===== src/rtl/stkev_pkg.sv =====
package stkev_pkg;
  typedef enum logic [1:0] {
    OP_PUSH = 2'b00,
    OP_POP  = 2'b01,
    OP_ADD  = 2'b10,
    OP_MUL  = 2'b11
  } stk_op_e;

  typedef enum logic [1:0] {
    LF_HOLD,
    LF_PUSH,
    LF_POP,
    LF_MERGE
  } lifo_cmd_e;

  typedef enum logic [1:0] {
    ST_IDLE,
    ST_READ,
    ST_CAPT,
    ST_WRITE
  } ctrl_st_e;
endpackage


===== src/rtl/stkev_lifo.sv =====
module stkev_lifo
  import stkev_pkg::*;
#(
  parameter int W     = 16,
  parameter int DEPTH = 8
) (
  input  logic                       clk,
  input  logic                       rst_n,
  input  lifo_cmd_e                  cmd,
  input  logic [W-1:0]               wdata,
  output logic [W-1:0]               tos,
  output logic [W-1:0]               nos,
  output logic [$clog2(DEPTH+1)-1:0] count,
  output logic                       full,
  output logic                       empty,
  output logic                       two_plus
);
  localparam int CW = $clog2(DEPTH + 1);
  localparam int AW = (DEPTH > 1) ? $clog2(DEPTH) : 1;

  logic [W-1:0]     ent [DEPTH];
  logic [DEPTH-1:0] wr_vec;
  logic [AW-1:0]    tos_idx, nos_idx;

  // one write enable per slot: a push fills slot count, a merge rewrites slot count-2
  for (genvar i = 0; i < DEPTH; i++) begin : g_wen
    assign wr_vec[i] = (cmd == LF_PUSH  && count == CW'(i)) ||
                       (cmd == LF_MERGE && count == CW'(i + 2));
  end

  always_ff @(posedge clk) begin
    for (int i = 0; i < DEPTH; i++)
      if (wr_vec[i]) ent[i] <= wdata;
  end

  always_ff @(posedge clk) begin
    if (!rst_n) count <= '0;
    else begin
      unique case (cmd)
        LF_PUSH:  count <= count + CW'(1);
        LF_POP,
        LF_MERGE: count <= count - CW'(1);
        default:  count <= count;
      endcase
    end
  end

  assign tos_idx  = AW'(count - CW'(1));
  assign nos_idx  = AW'(count - CW'(2));
  assign tos      = ent[tos_idx];
  assign nos      = ent[nos_idx];
  assign full     = (count == CW'(DEPTH));
  assign empty    = (count == '0);
  assign two_plus = (count >= CW'(2));

  a_r7_no_push_when_full: assert property (@(posedge clk) disable iff (!rst_n)
    (cmd == LF_PUSH) |-> !full);
  a_r8_no_pop_when_empty: assert property (@(posedge clk) disable iff (!rst_n)
    (cmd == LF_POP) |-> !empty);
  a_r8_merge_needs_two: assert property (@(posedge clk) disable iff (!rst_n)
    (cmd == LF_MERGE) |-> two_plus);
  a_r6_depth_bound: assert property (@(posedge clk) disable iff (!rst_n)
    count <= CW'(DEPTH));
  a_r4_merge_shrinks: assert property (@(posedge clk) disable iff (!rst_n)
    (cmd == LF_MERGE) |=> (count == $past(count) - CW'(1)));
  a_r2_push_grows: assert property (@(posedge clk) disable iff (!rst_n)
    (cmd == LF_PUSH) |=> (count == $past(count) + CW'(1)) && (tos == $past(wdata)));
endmodule


===== src/rtl/stkev_alu.sv =====
module stkev_alu #(
  parameter int W = 16
) (
  input  logic         is_mul,
  input  logic [W-1:0] opa,
  input  logic [W-1:0] opb,
  output logic [W-1:0] res
);
  function automatic logic [W-1:0] f_sum(input logic [W-1:0] a, input logic [W-1:0] b);
    return a + b;
  endfunction

  function automatic logic [W-1:0] f_prod(input logic [W-1:0] a, input logic [W-1:0] b);
    logic [2*W-1:0] wide;
    wide = {{W{1'b0}}, a} * {{W{1'b0}}, b};
    return wide[W-1:0];
  endfunction

  assign res = is_mul ? f_prod(opa, opb) : f_sum(opa, opb);
endmodule


===== src/rtl/stkev_ctrl.sv =====
module stkev_ctrl
  import stkev_pkg::*;
#(
  parameter int AW = 8
) (
  input  logic          clk,
  input  logic          rst_n,
  input  logic          instr_valid,
  input  logic [1:0]    instr_op,
  input  logic [AW-1:0] instr_addr,
  input  logic          full,
  input  logic          empty,
  input  logic          two_plus,
  output logic          instr_ready,
  output lifo_cmd_e     lifo_cmd,
  output logic          sel_alu,
  output logic [AW-1:0] mem_addr,
  output logic          mem_rd_en,
  output logic          mem_wr_en,
  output logic          done,
  output logic          err_ovf,
  output logic          err_udf
);
  ctrl_st_e      state, state_nx;
  logic [AW-1:0] addr_q;
  stk_op_e       op;

  // named events for the checks below
  logic accept, ev_ovf, ev_udf, ev_retire;

  assign op          = stk_op_e'(instr_op);
  assign instr_ready = (state == ST_IDLE);
  assign accept      = instr_valid && instr_ready;

  always_comb begin
    state_nx  = state;
    lifo_cmd  = LF_HOLD;
    sel_alu   = 1'b0;
    ev_ovf    = 1'b0;
    ev_udf    = 1'b0;
    ev_retire = 1'b0;
    unique case (state)
      ST_IDLE: if (accept) begin
        unique case (op)
          OP_PUSH: if (full) begin ev_ovf = 1'b1; ev_retire = 1'b1; end
                   else state_nx = ST_READ;
          OP_POP:  if (empty) begin ev_udf = 1'b1; ev_retire = 1'b1; end
                   else state_nx = ST_WRITE;
          default: if (!two_plus) begin ev_udf = 1'b1; ev_retire = 1'b1; end
                   else begin
                     lifo_cmd  = LF_MERGE;
                     sel_alu   = 1'b1;
                     ev_retire = 1'b1;
                   end
        endcase
      end
      ST_READ:  state_nx = ST_CAPT;
      ST_CAPT:  begin lifo_cmd = LF_PUSH; ev_retire = 1'b1; state_nx = ST_IDLE; end
      ST_WRITE: begin lifo_cmd = LF_POP;  ev_retire = 1'b1; state_nx = ST_IDLE; end
      default:  state_nx = ST_IDLE;
    endcase
  end

  always_ff @(posedge clk) begin
    if (!rst_n) begin
      state   <= ST_IDLE;
      addr_q  <= '0;
      done    <= 1'b0;
      err_ovf <= 1'b0;
      err_udf <= 1'b0;
    end else begin
      state   <= state_nx;
      done    <= ev_retire;
      err_ovf <= ev_ovf;
      err_udf <= ev_udf;
      if (accept) addr_q <= instr_addr;
    end
  end

  assign mem_addr  = addr_q;
  assign mem_rd_en = (state == ST_READ);
  assign mem_wr_en = (state == ST_WRITE);

  a_r2_read_follows_push: assert property (@(posedge clk) disable iff (!rst_n)
    (accept && op == OP_PUSH && !full) |=> mem_rd_en && (mem_addr == $past(instr_addr)));
  a_r3_write_follows_pop: assert property (@(posedge clk) disable iff (!rst_n)
    (accept && op == OP_POP && !empty) |=> mem_wr_en && (mem_addr == $past(instr_addr)));
  a_r2_capture_after_read: assert property (@(posedge clk) disable iff (!rst_n)
    mem_rd_en |=> (lifo_cmd == LF_PUSH) && !mem_rd_en);
  a_r9_busy_during_access: assert property (@(posedge clk) disable iff (!rst_n)
    (mem_rd_en || mem_wr_en) |-> !instr_ready);
  a_r10_error_with_done: assert property (@(posedge clk) disable iff (!rst_n)
    (err_ovf || err_udf) |-> done);
  a_r10_single_error: assert property (@(posedge clk) disable iff (!rst_n)
    $onehot0({err_ovf, err_udf}));
  a_r7_overflow_no_read: assert property (@(posedge clk) disable iff (!rst_n)
    (accept && op == OP_PUSH && full) |=> !mem_rd_en && err_ovf);
endmodule


===== src/rtl/stack_eval.sv =====
module stack_eval
  import stkev_pkg::*;
#(
  parameter int W     = 16,
  parameter int DEPTH = 8,
  parameter int AW    = 8
) (
  input  logic          clk,
  input  logic          rst_n,
  input  logic          instr_valid,
  output logic          instr_ready,
  input  logic [1:0]    instr_op,
  input  logic [AW-1:0] instr_addr,
  output logic [AW-1:0] mem_addr,
  output logic          mem_rd_en,
  output logic          mem_wr_en,
  output logic [W-1:0]  mem_wdata,
  input  logic [W-1:0]  mem_rdata,
  output logic          done,
  output logic          err_overflow,
  output logic          err_underflow
);
  localparam int CW = $clog2(DEPTH + 1);

  lifo_cmd_e     lcmd;
  logic          sel_alu, full, empty, two_plus;
  logic [W-1:0]  tos, nos, alu_res, lifo_wdata;
  logic [CW-1:0] depth;

  stkev_ctrl #(.AW(AW)) u_ctrl (
    .clk(clk), .rst_n(rst_n),
    .instr_valid(instr_valid), .instr_op(instr_op), .instr_addr(instr_addr),
    .full(full), .empty(empty), .two_plus(two_plus),
    .instr_ready(instr_ready), .lifo_cmd(lcmd), .sel_alu(sel_alu),
    .mem_addr(mem_addr), .mem_rd_en(mem_rd_en), .mem_wr_en(mem_wr_en),
    .done(done), .err_ovf(err_overflow), .err_udf(err_underflow)
  );

  stkev_alu #(.W(W)) u_alu (
    .is_mul(instr_op[0]), .opa(nos), .opb(tos), .res(alu_res)
  );

  assign lifo_wdata = sel_alu ? alu_res : mem_rdata;

  stkev_lifo #(.W(W), .DEPTH(DEPTH)) u_lifo (
    .clk(clk), .rst_n(rst_n), .cmd(lcmd), .wdata(lifo_wdata),
    .tos(tos), .nos(nos), .count(depth),
    .full(full), .empty(empty), .two_plus(two_plus)
  );

  assign mem_wdata = tos;

  a_r3_store_data_is_top: assert property (@(posedge clk) disable iff (!rst_n)
    mem_wr_en |=> (depth == $past(depth) - CW'(1)));
  a_r1_quiet_when_idle: assert property (@(posedge clk) disable iff (!rst_n)
    instr_ready |-> !(mem_rd_en || mem_wr_en));
endmodule


===== config.mk =====
export PLATFORM = sky130hd
export DESIGN_NAME = stack_eval
export DESIGN_NICKNAME = d
export VERILOG_FILES = /design/src/rtl/stkev_pkg.sv /design/src/rtl/stkev_lifo.sv /design/src/rtl/stkev_alu.sv /design/src/rtl/stkev_ctrl.sv /design/src/rtl/stack_eval.sv
export SDC_FILE = /design/constraint.sdc
export NUM_CORES = 1
export LEC_CHECK = 0
export ABC_AREA = 1
export BUFFER_PORTS_ARGS = -buffer_cell sky130_fd_sc_hd__buf_2
export CELL_PAD_IN_SITES_DETAIL_PLACEMENT = 0
export CELL_PAD_IN_SITES_GLOBAL_PLACEMENT = 1
export CORE_ASPECT_RATIO = 2
export CORE_UTILIZATION = 50
export DETAILED_ROUTE_END_ITERATION = 6
export GPL_TIMING_DRIVEN = 0
export PLACE_DENSITY_LB_ADDON = 0.1
export REMOVE_ABC_BUFFERS = 1
export SETUP_SLACK_MARGIN = 0.5
export SKIP_LAST_GASP = 1
export SLEW_MARGIN = 25
export SYNTH_ARGS = -nofsm -noshare
export SYNTH_HDL_FRONTEND = slang
export SYNTH_SLANG_ARGS = --single-unit

===== constraint.sdc =====
create_clock -name clk -period 18.4 [get_ports clk]
set_clock_uncertainty 0.2 [all_clocks]
set_input_delay 3.68 -clock clk [delete_from_list [all_inputs] [get_ports clk]]
set_output_delay 3.68 -clock clk [all_outputs]
set_load 0.01 [all_outputs]

=== Word-level counts from Yosys, hierarchy flattened ===
Memory sizes are Yosys's and may differ from the RTL's.
Cells that the tools add are included.
Widths: inputs -> output; s select.

* Register bits after elaboration: 17
* Memory bits (writable): 128
* Input bits: 29
* Output and inout bits: 30
* Logic and storage cells: 135
* Memories kept: 1

{| class="wikitable"
|+ Memories
! memory !! depth !! bits a word !! read ports !! clocked after memory_dff !! wr ports !! RTL line !! source
|-
| u_lifo.ent || 8 || 16 || 2 || 0 || 1 || stkev_lifo.sv:21 || <nowiki>logic [W-1:0] ent [DEPTH];</nowiki>
|}

* Add/sub/neg operators: 4
* Multipliers: 1
* Magnitude comparators: 1
* Eq/ne operators: 20
* Multiplexer cells: 60
* Reductions and logical operators: 42

{| class="wikitable"
|+ Operators with widths
! kind !! count
|-
| $mux 16 || 9
|-
| $reduce_or 16->1 || 7
|-
| $mux 1 || 31
|-
| $mux 3 || 7
|-
| $logic_and 1x1->1 || 17
|-
| $add 16x16->16 || 1
|-
| $eq 4x3->1 const B || 4
|-
| $mul 16x16->16 || 1
|-
| $mux 2 || 6
|-
| $pmux 2 s3 || 2
|-
| $ne 3x3->1 const B || 3
|-
| $eq 2x2->1 const B || 4
|-
| $eq 4x2->1 const B || 2
|-
| $eq 4x4->1 const B || 2
|-
| $logic_or 1x1->1 || 8
|-
| $pmux 4 s2 || 1
|-
| $reduce_and 4->1 || 2
|-
| $eq 2x1->1 const B || 3
|-
| $pmux 1 s2 || 3
|-
| $reduce_or 2->1 || 3
|-
| $add 4x1->4 const B || 1
|-
| $eq 4x1->1 const B || 1
|-
| $ge 4x2->1 const B || 1
|-
| $logic_not 2->1 || 2
|-
| 7 further kinds || 7
|}

=== Longest topological paths before layout ===
Gate-level depths: netlist of run 1.

* Word-level depth: 18
* Mapped depth: 39
* Mapped depth without buffers: 35

=== Cells and area by module ===
From an unflattened synthesis of run 1, not the netlist that was laid out.

* Cell total of the unflattened synthesis: 1,838
* Area, all modules: 13,187.6 um2

{| class="wikitable"
|+ By module, submodules not included
! module !! instances !! cells an instance !! area each (um2) !! seq. area each (um2)
|-
| stkev_lifo || 1 || 935 || 7,315.8 || 3,923.8
|-
| stkev_alu || 1 || 780 || 5,091.1 || 0.0
|-
| stkev_ctrl || 1 || 71 || 536.8 || 260.2
|-
| stack_eval || 1 || 52 || 244.0 || 0.0
|}

=== Worst setup path before layout of run 1 ===
OpenSTA, ideal clock, no wires.

* Path type: reg-to-reg
* From: register u_lifo.count[0]
* To: memory u_lifo.ent[0][15] (data pin)
* Setup time: 183 ps
* Data arrival time: 6,448 ps
* Required time: 18,017 ps
* Slack: 11,569 ps
* Stages on the path, launching flop included: 35
* Buffers on the path: 6
* Clock period less this slack: 6,831 ps
* Cells stage by stage: dfxtp_1 > buf_6 > inv_4 > buf_6 > buf_6 > ha_1 > buf_2 > xnor2_1 > buf_4 > nand2_1 > nand2_2 > buf_6 > clkinv_1 > nor2_1 > fa_1 > fa_1 > ha_1 > fa_1 > inv_1 > fa_1 > fa_1 > inv_1 > ha_1 > a21oi_1 > o21ai_0 > a21oi_1 > inv_1 > a21oi_1 > o21ai_0 > a21o_1 > a21oi_1 > inv_1 > nand2_1 > nand3_1 > a21oi_2

* Elaborated cells on any way between the ends: 69
* Classes of those cells: add/sub: 3; mul: 1; order compare: 1; eq/ne: 10; mux: 29; reduce/logical: 24; memory: 1

{| class="wikitable"
|+ RTL lines
! item !! RTL line !! source
|-
| start, declared || stkev_lifo.sv:13 || <nowiki>output logic [$clog2(DEPTH+1)-1:0] count,</nowiki>
|-
| start signal, assigned || stkev_lifo.sv:40 || <nowiki>LF_PUSH: count <= count + CW'(1);</nowiki>
|-
| start signal, assigned || stkev_lifo.sv:42 || <nowiki>LF_MERGE: count <= count - CW'(1);</nowiki>
|-
| start signal, assigned || stkev_lifo.sv:43 || <nowiki>default: count <= count;</nowiki>
|-
| $sub 4x1->4 * || n/a ||
|-
| $mem_v2 8x16 * || n/a ||
|-
| named net mem_wdata[1] || stack_eval.sv:17 || <nowiki>output logic [W-1:0] mem_wdata,</nowiki>
|-
| $mul 16x16->16 or $add 16x16->16 (tied branches) || stkev_alu.sv:15, stkev_alu.sv:10 ||
|-
| $mux 16 * || stkev_alu.sv:19 || <nowiki>assign res = is_mul ? f_prod(opa, opb) : f_sum(opa, opb);</nowiki>
|-
| $mux 16 * || stack_eval.sv:43 || <nowiki>assign lifo_wdata = sel_alu ? alu_res : mem_rdata;</nowiki>
|-
| named net lifo_wdata[15] || stack_eval.sv:27 || <nowiki>logic [W-1:0] tos, nos, alu_res, lifo_wdata;</nowiki>
|-
| $mux 16 (no source line) (6 in series) || n/a ||
|-
| $mux 16 (no source line) * || n/a ||
|-
| end, declared || stkev_lifo.sv:21 ||
|}

The timed path passes the listed nets; every way through them passes the cells marked *.

=== Final worst setup path of run 1 ===
* From: register u_lifo.count[1]
* To: memory u_lifo.ent[5][15] (data pin)

* Elaborated cells on any way between the ends: 69
* Classes of those cells: add/sub: 3; mul: 1; order compare: 1; eq/ne: 10; mux: 29; reduce/logical: 24; memory: 1

{| class="wikitable"
|+ RTL lines
! item !! RTL line
|-
| parallel branches: the longest is 5 deep, another holds $mem_v2 8x16 || n/a
|-
| $mux 16 * || stack_eval.sv:43
|-
| named net lifo_wdata[15] || stack_eval.sv:27
|-
| $mux 16 (no source line) (6 in series) || n/a
|-
| $mux 16 (no source line) * || n/a
|}

Mark *: on every way through the listed nets, which the timed path passes.

==> results of run 1 <==
==> worst register-to-register path, delay by kind of cell (launching register included) <==
family | cells | cell delay [ps]
adders and majority gates | 8 | 4120
AOI/OAI and AO/OA | 8 | 1950
buffers and inverters | 10 | 1940
DFF | 1 | 760
and+or+nand+nor | 5 | 730
==> placed cells by master (no fill, tap or decap), types with 3 or more instances in the layout <==
master,Yosys,final
a21oi_1,78,78
o21ai_1,22,22
inv_1,285,283
clkinv_2,0,3
fa_1,81,81
inv_2,4,6
clkinv_1,5,5
o22ai_4,0,3
xnor2_1,10,9
dfxtp_1,17,15
ha_1,71,70
nand3b_1,8,8
edfxtp_1,128,128
nand3_1,124,124
clkbuf_16,0,17
o211ai_1,22,22
buf_2,24,58
o21ai_0,55,53
nand2_2,24,24
inv_6,0,8
o211ai_2,10,10
a31oi_1,8,8
xor2_1,10,10
nand2_1,472,472
nor2_1,105,103
buf_16,0,8
==> per-stage QoR <==
step | hold slack, ps | util (%) | setup WS (ps)
after floorplan | 268.2 | - | 6891
after global placement | 288.6 | 52.14 | 1710
after detailed placement | 299.7 | 53.77 | 8406
after CTS | 319.9 | 55.96 | 8375
after global routing | 350.8 | 55.97 | 8048
final | 317.2 | 55.97 | 8459
==> sequential cells by signal, indices dropped and copies added, names as in the netlist <==
signal,cells
u_lifo.ent,128
u_ctrl.state,2
u_ctrl.err_udf,1
u_ctrl.mem_addr,8
u_ctrl.done,1
u_lifo.count,4
u_ctrl.err_ovf,1
==> metal layers <==
| metal | up-vias | GRT usage [%] | routed length, um |
|---|---|---|---|
| met5 | - | 0 | 0 |
| met4 | 0 | 18.56 | 2238 |
| met3 | 107 | 3.701 | 1765 |
| met2 | 330 | 58.67 | 20660 |
| met1 | 5146 | 36.03 | 14490 |
| li1 | 5214 | - | - |
==> cell families after synthesis <==
family	synth area share (%)
fa+ha+maj	19.79
buf+inv	11.86
compound gates	9.688
flops	32.99
xor+xnor	1.509
simple gates	24.16
==> area by class of cell <==
| class | count | area, sq um |
|---|---|---|
| fillers | 2409 | 10980 |
| multi-input cells | 1125 | 7114 |
| flip-flops and latches | 145 | 4192 |
| inverters | 295 | 1112 |
| repair buffers | 70 | 568.0 |
| clock buffers | 17 | 425.4 |
| well taps | 336 | 420.4 |
| clock inverters | 15 | 120.1 |
| diodes | 1 | 2.502 |
==> worst paths after layout <==
path / cells after the start / start / end / slack [ps]
hold / removal: 2 / u_ctrl.mem_addr[4] / u_ctrl.mem_addr[4] / 320
setup / recovery: 31 / u_lifo.count[1] / u_lifo.ent[5][15] / 8460
setup reg to reg: 31 / u_lifo.count[1] / u_lifo.ent[5][15] / 8460
hold reg to reg: 2 / u_ctrl.mem_addr[4] / u_ctrl.mem_addr[4] / 320
==> impl_metrics.ini, run 1 <==
[clock_tree]
cts.sinks = 145
clockBufferDepth = 2
cts-resized-gates = 0
cts_made_buffers = 17
tritoncts = built
htreeDepth = 4
clock_latency_ps = 430
post_cts_buffers = 0
ctsHoldBuffers = 0
root_buffer = clkbuf_16
clk_pin_slew_worst_paths_ps = 70

[timing]
slew_violations = 0
setup_viol = 0
post-route-period-util_pct = 54.03
rsz0062_at_grt = no
tightest_slew_ps = 1042
fmax_mhz = 100.6
finalHoldViolCount = 0
max_slew_margin_pct = 29.78
fin_tns_setup_ps = 0
post-route-min-period_ps = 9941

[final_layout]
final_net_count = 1835
final_cells = 2004
drive_above_1_share_pct = 9.718
syn_to_final_growth_pct = 10.03
final_area_sq_um = 13950

[die]
io_pins = 59
core_sq_um = 24930
placementRows = 82
die_h_um = 227.2
start_util_pct = 50.87
die_area_sq_um = 26040
die_w_um = 114.6

[setup_path]
crit_buf_inv = 10
critPathSlowestCell = ha_1
slowest_delay_ps = 940
critPathKind = register to register
cp_max_fo = 42
cp.required_ps = 18400
crit_arrival_ps = 9940
cp-start-kind = register
cp_common_cell = inv_1
crit_family = adder cells
cp-end-kind = register

[detailed_routing]
ant_nets = 0
drc = 0
firstDrtPassIters = 5
drt-total-wl_um = 39160
vias = 10797
wl_per_cell_um = 19.54
viasPerCell = 5.388
drt_iter0_drc = 740

[logic_synthesis]
synth_ff_type = edfxtp_1
yosysTopAreaCellShare_pct = 30.31
avgSynthCellArea_sq_um = 7.800
synth_top_cell_by_area = edfxtp_1
yosysSeqAreaShare_pct = 32.99
synth.most_common_cell = nand2_1
synth-seq-cells = 145
synth.area.top_cells = edfxtp_1 30%, nand2_1 14%, fa_1 13%
synthCells = 1626
yosysWarnings = 0
syn-cell-area_sq_um = 12680
synth_edf_count = 128
yosys-top-cells-count = 472 x nand2_1, 285 x inv_1, 128 x edfxtp_1
async_flop_share_pct = 0
synth_cell_type_count = 43

[min_path]
hold_class = register to register

[placement]
io_buffers = 58
dpl.cell_count = 1971
place_area_sq_um = 13410
dpl.hpwl_um = 29360
place_congestion = 0.9039

[global_routing]
first_global_vias = 11010
grt_pass1_wl_um = 61150
antenna_found_initial = 1
grt_usage_pct = 32.28
grt_overflow = 0
grt_max_degree = 101

[status]
outcome = finished clean

[run]
drv_cap = 0
Power of run 1 is left out: the tool's default activity adds up to more than one toggle a clock period on the data nets, which glitch-free logic cannot reach.
==> run 2: changes to the inputs <==
--- a/config.mk
+++ b/config.mk
@@ -5,12 +5,12 @@
 export SDC_FILE = /design/constraint.sdc
 export NUM_CORES = 1
 export LEC_CHECK = 0
-export ABC_AREA = 1
+export ABC_AREA = 0
 export BUFFER_PORTS_ARGS = -buffer_cell sky130_fd_sc_hd__buf_2
 export CELL_PAD_IN_SITES_DETAIL_PLACEMENT = 0
 export CELL_PAD_IN_SITES_GLOBAL_PLACEMENT = 1
 export CORE_ASPECT_RATIO = 2
-export CORE_UTILIZATION = 50
+export CORE_UTILIZATION = 46
 export DETAILED_ROUTE_END_ITERATION = 6
 export GPL_TIMING_DRIVEN = 0
 export PLACE_DENSITY_LB_ADDON = 0.1
==> constraint.sdc (replaced) <==
create_clock -name clk -period 8.9 [get_ports clk]
set_clock_uncertainty 0.2 [all_clocks]
set_input_delay 1.78 -clock clk [delete_from_list [all_inputs] [get_ports clk]]
set_output_delay 1.78 -clock clk [all_outputs]
set_load 0.01 [all_outputs]
==> impl_metrics.ini, run 2 <==
[status]
outcome = finished clean

[timing]
setup_ws_ps = 864.1
post-route-min-period_ps = 8036
tightest_slew_ps = 1005
rsz0062_at_grt = no
whs_ps = 260.8
slew_violations = 0
post-route-period-util_pct = 90.29
fmax_mhz = 124.4
max_slew_margin_pct = 32.99
finalHoldViolCount = 0
setup_viol = 0

[setup_path]
slowest_delay_ps = 610
path_cells = inv_1 -> ha_4 -> buf_12 -> mux4_1 -> mux2i_4 -> inv_2 -> ha_1 -> fa_1 -> inv_1 -> fa_1 -> fa_1 -> fa_1 -> inv_1 -> fa_1 -> inv_1 -> fa_1 -> inv_1 -> ha_1 -> o21a_1 -> o31a_1 -> o41ai_1 -> xnor2_1 -> nand3_1 -> nand3_1
r2r_start = u_lifo.count[1]
cp-end-kind = register
cp_common_cell = fa_1
rr_worst_depth = 24
critPathKind = register to register
cp.required_ps = 8800
crit_arrival_ps = 7930
cp-start-kind = register
reg2reg_setup_slack_ps = 860
cp_max_fo = 12
critPathSlowestCell = mux4_1
r2r-end = u_lifo.ent[4][14]

[final_layout]
top_register = u_lifo.ent
final_net_count = 1230
fill_cells = 2189
mostFrequentLayoutCells = 139 x inv_1, 128 x edfxtp_1, 107 x nand2_1, 89 x nor2_1, 81 x fa_1
final_common_cell = inv_1
drive_above_1_share_pct = 21.85
final_core_util_pct = 53.63
antenna_cells = 0
syn_to_final_growth_pct = 13.67
largest_reg_flops = 128

[detailed_routing]
wl_per_cell_um = 22.68
drt-total-wl_um = 31620
ant_nets = 0
drt_iter0_drc = 436
firstDrtPassIters = 5
vias = 7728
viasPerCell = 5.544
drc = 0

[logic_synthesis]
synth_cell_type_count = 57
yosysWarnings = 0
yosysTopAreaCellShare_pct = 33.22
yosys-top-cells-count = 139 x inv_1, 128 x edfxtp_1, 107 x nand2_1
synth.area.top_cells = edfxtp_1 33%, fa_1 14%, mux4_2 11%
synth.most_common_cell = inv_1
synth_top_cell_by_area = edfxtp_1
yosysSeqAreaShare_pct = 36.16
synth-seq-cells = 145
syn-cell-area_sq_um = 11570
avgSynthCellArea_sq_um = 11.84
synth_ff_type = edfxtp_1
synth_edf_count = 128
synthCells = 977
async_flop_share_pct = 0

[clock_tree]
tritoncts = built
clockBufferDepth = 2
cts.sinks = 145
clock_latency_ps = 430
cts_made_buffers = 17
clk_pin_slew_worst_paths_ps = 60
htreeDepth = 4
root_buffer = clkbuf_16

[die]
io_pins = 59
die_w_um = 114.2
core_sq_um = 24530
die_area_sq_um = 25830
placementRows = 81
start_util_pct = 47.18
die_h_um = 226.3

[placement]
dp_slack_ps = -533.3
place_congestion = 0.8129
dpl.hpwl_um = 23600
io_buffers = 58

[min_path]
hold_path_depth = 2
hold_class = register to register
hp-start = u_ctrl.mem_addr[2]
holdPathEnd = u_ctrl.mem_addr[2]

[global_routing]
first_global_vias = 8182
grt_usage_pct = 25.70
grt_max_degree = 30
grt_overflow = 0
grt_pass1_wl_um = 47020
antenna_found_initial = 1

[run]
drv_cap = 0
## run 2: through the flow
step                instances  cell area, sq um  TNS, ps
floorplan                 944             11340   -58490
global placement         1334             12050  -305750
detailed placement       1344             12290    -8801
CTS                      1385             13010        0
global route             1394             13150        0
finish                   1394             13150        0
## run 2: worst max-delay path, delay by kind of cell (launching register included)
family                   cells  cell delay, ps
XOR/XNOR                     1             200
AND/OR/NAND/NOR              2             360
adder cells (fa/ha/maj)      9            3980
multiplexers                 2            1000
buffers and inverters        7             730
flip-flops                   1             510
AO/OA/AOI/OAI                3             680
## run 2: metal layers
layer  GRT usage (%)  part of all wire (%)
met1           27.21                    35
met3           2.780                   2.9
met5               0                 0.070
met2           49.42                    57
met4           12.61                   4.4
## run 2: final cells by class
class,count,area [sq um],share of cell area (%)
inverter,149,560.5,4.262
clock inverter,15,135.1,1.027
clock buffer,17,425.4,3.234
timing repair buffer,86,641.9,4.880
sequential,145,4193,31.88
tap,332,415.4,3.158
multi-input combinational,650,6782,51.56
## run 2: how the worst max path moves through the flow
stage | start | end | slack [ps]
floorplan | u_lifo.count[0] | u_lifo.ent[0][15] | -1320
global placement | u_lifo.count[0] | u_lifo.ent[2][15] | -4000
global route | u_lifo.count[1] | u_lifo.ent[5][15] | 530
CTS | u_lifo.count[2] | u_lifo.ent[4][14] | 510
detailed placement | u_lifo.count[1] | u_lifo.ent[2][15] | -530
finish | u_lifo.count[1] | u_lifo.ent[4][14] | 860
## run 2: what timing repair did
| action | in CTS | in global routing |
|---|---|---|
| setup buffers | 9 | 9 |
| cloned | 0 | 0 |
| endpoints found under the setup margin | 64 | 40 |
| gates resized for setup | 9 | 7 |
| hold buffers | 0 | 0 |
| pin swaps | 1 | 0 |
## run 2: kinds of logic (layout without fill, tap and decap cells)
logic type,after synthesis,in the layout,synth area share [%]
buffers and inverters,182,267,6.791
XOR/XNOR,56,56,4.401
multiplexers,100,100,16.76
flip-flops,145,145,36.16
AO/OA/AOI/OAI,90,90,5.028
AND/OR/NAND/NOR,252,252,9.170
adder cells (fa/ha/maj),152,152,21.69
Power of run 2 is left out for the same reason.
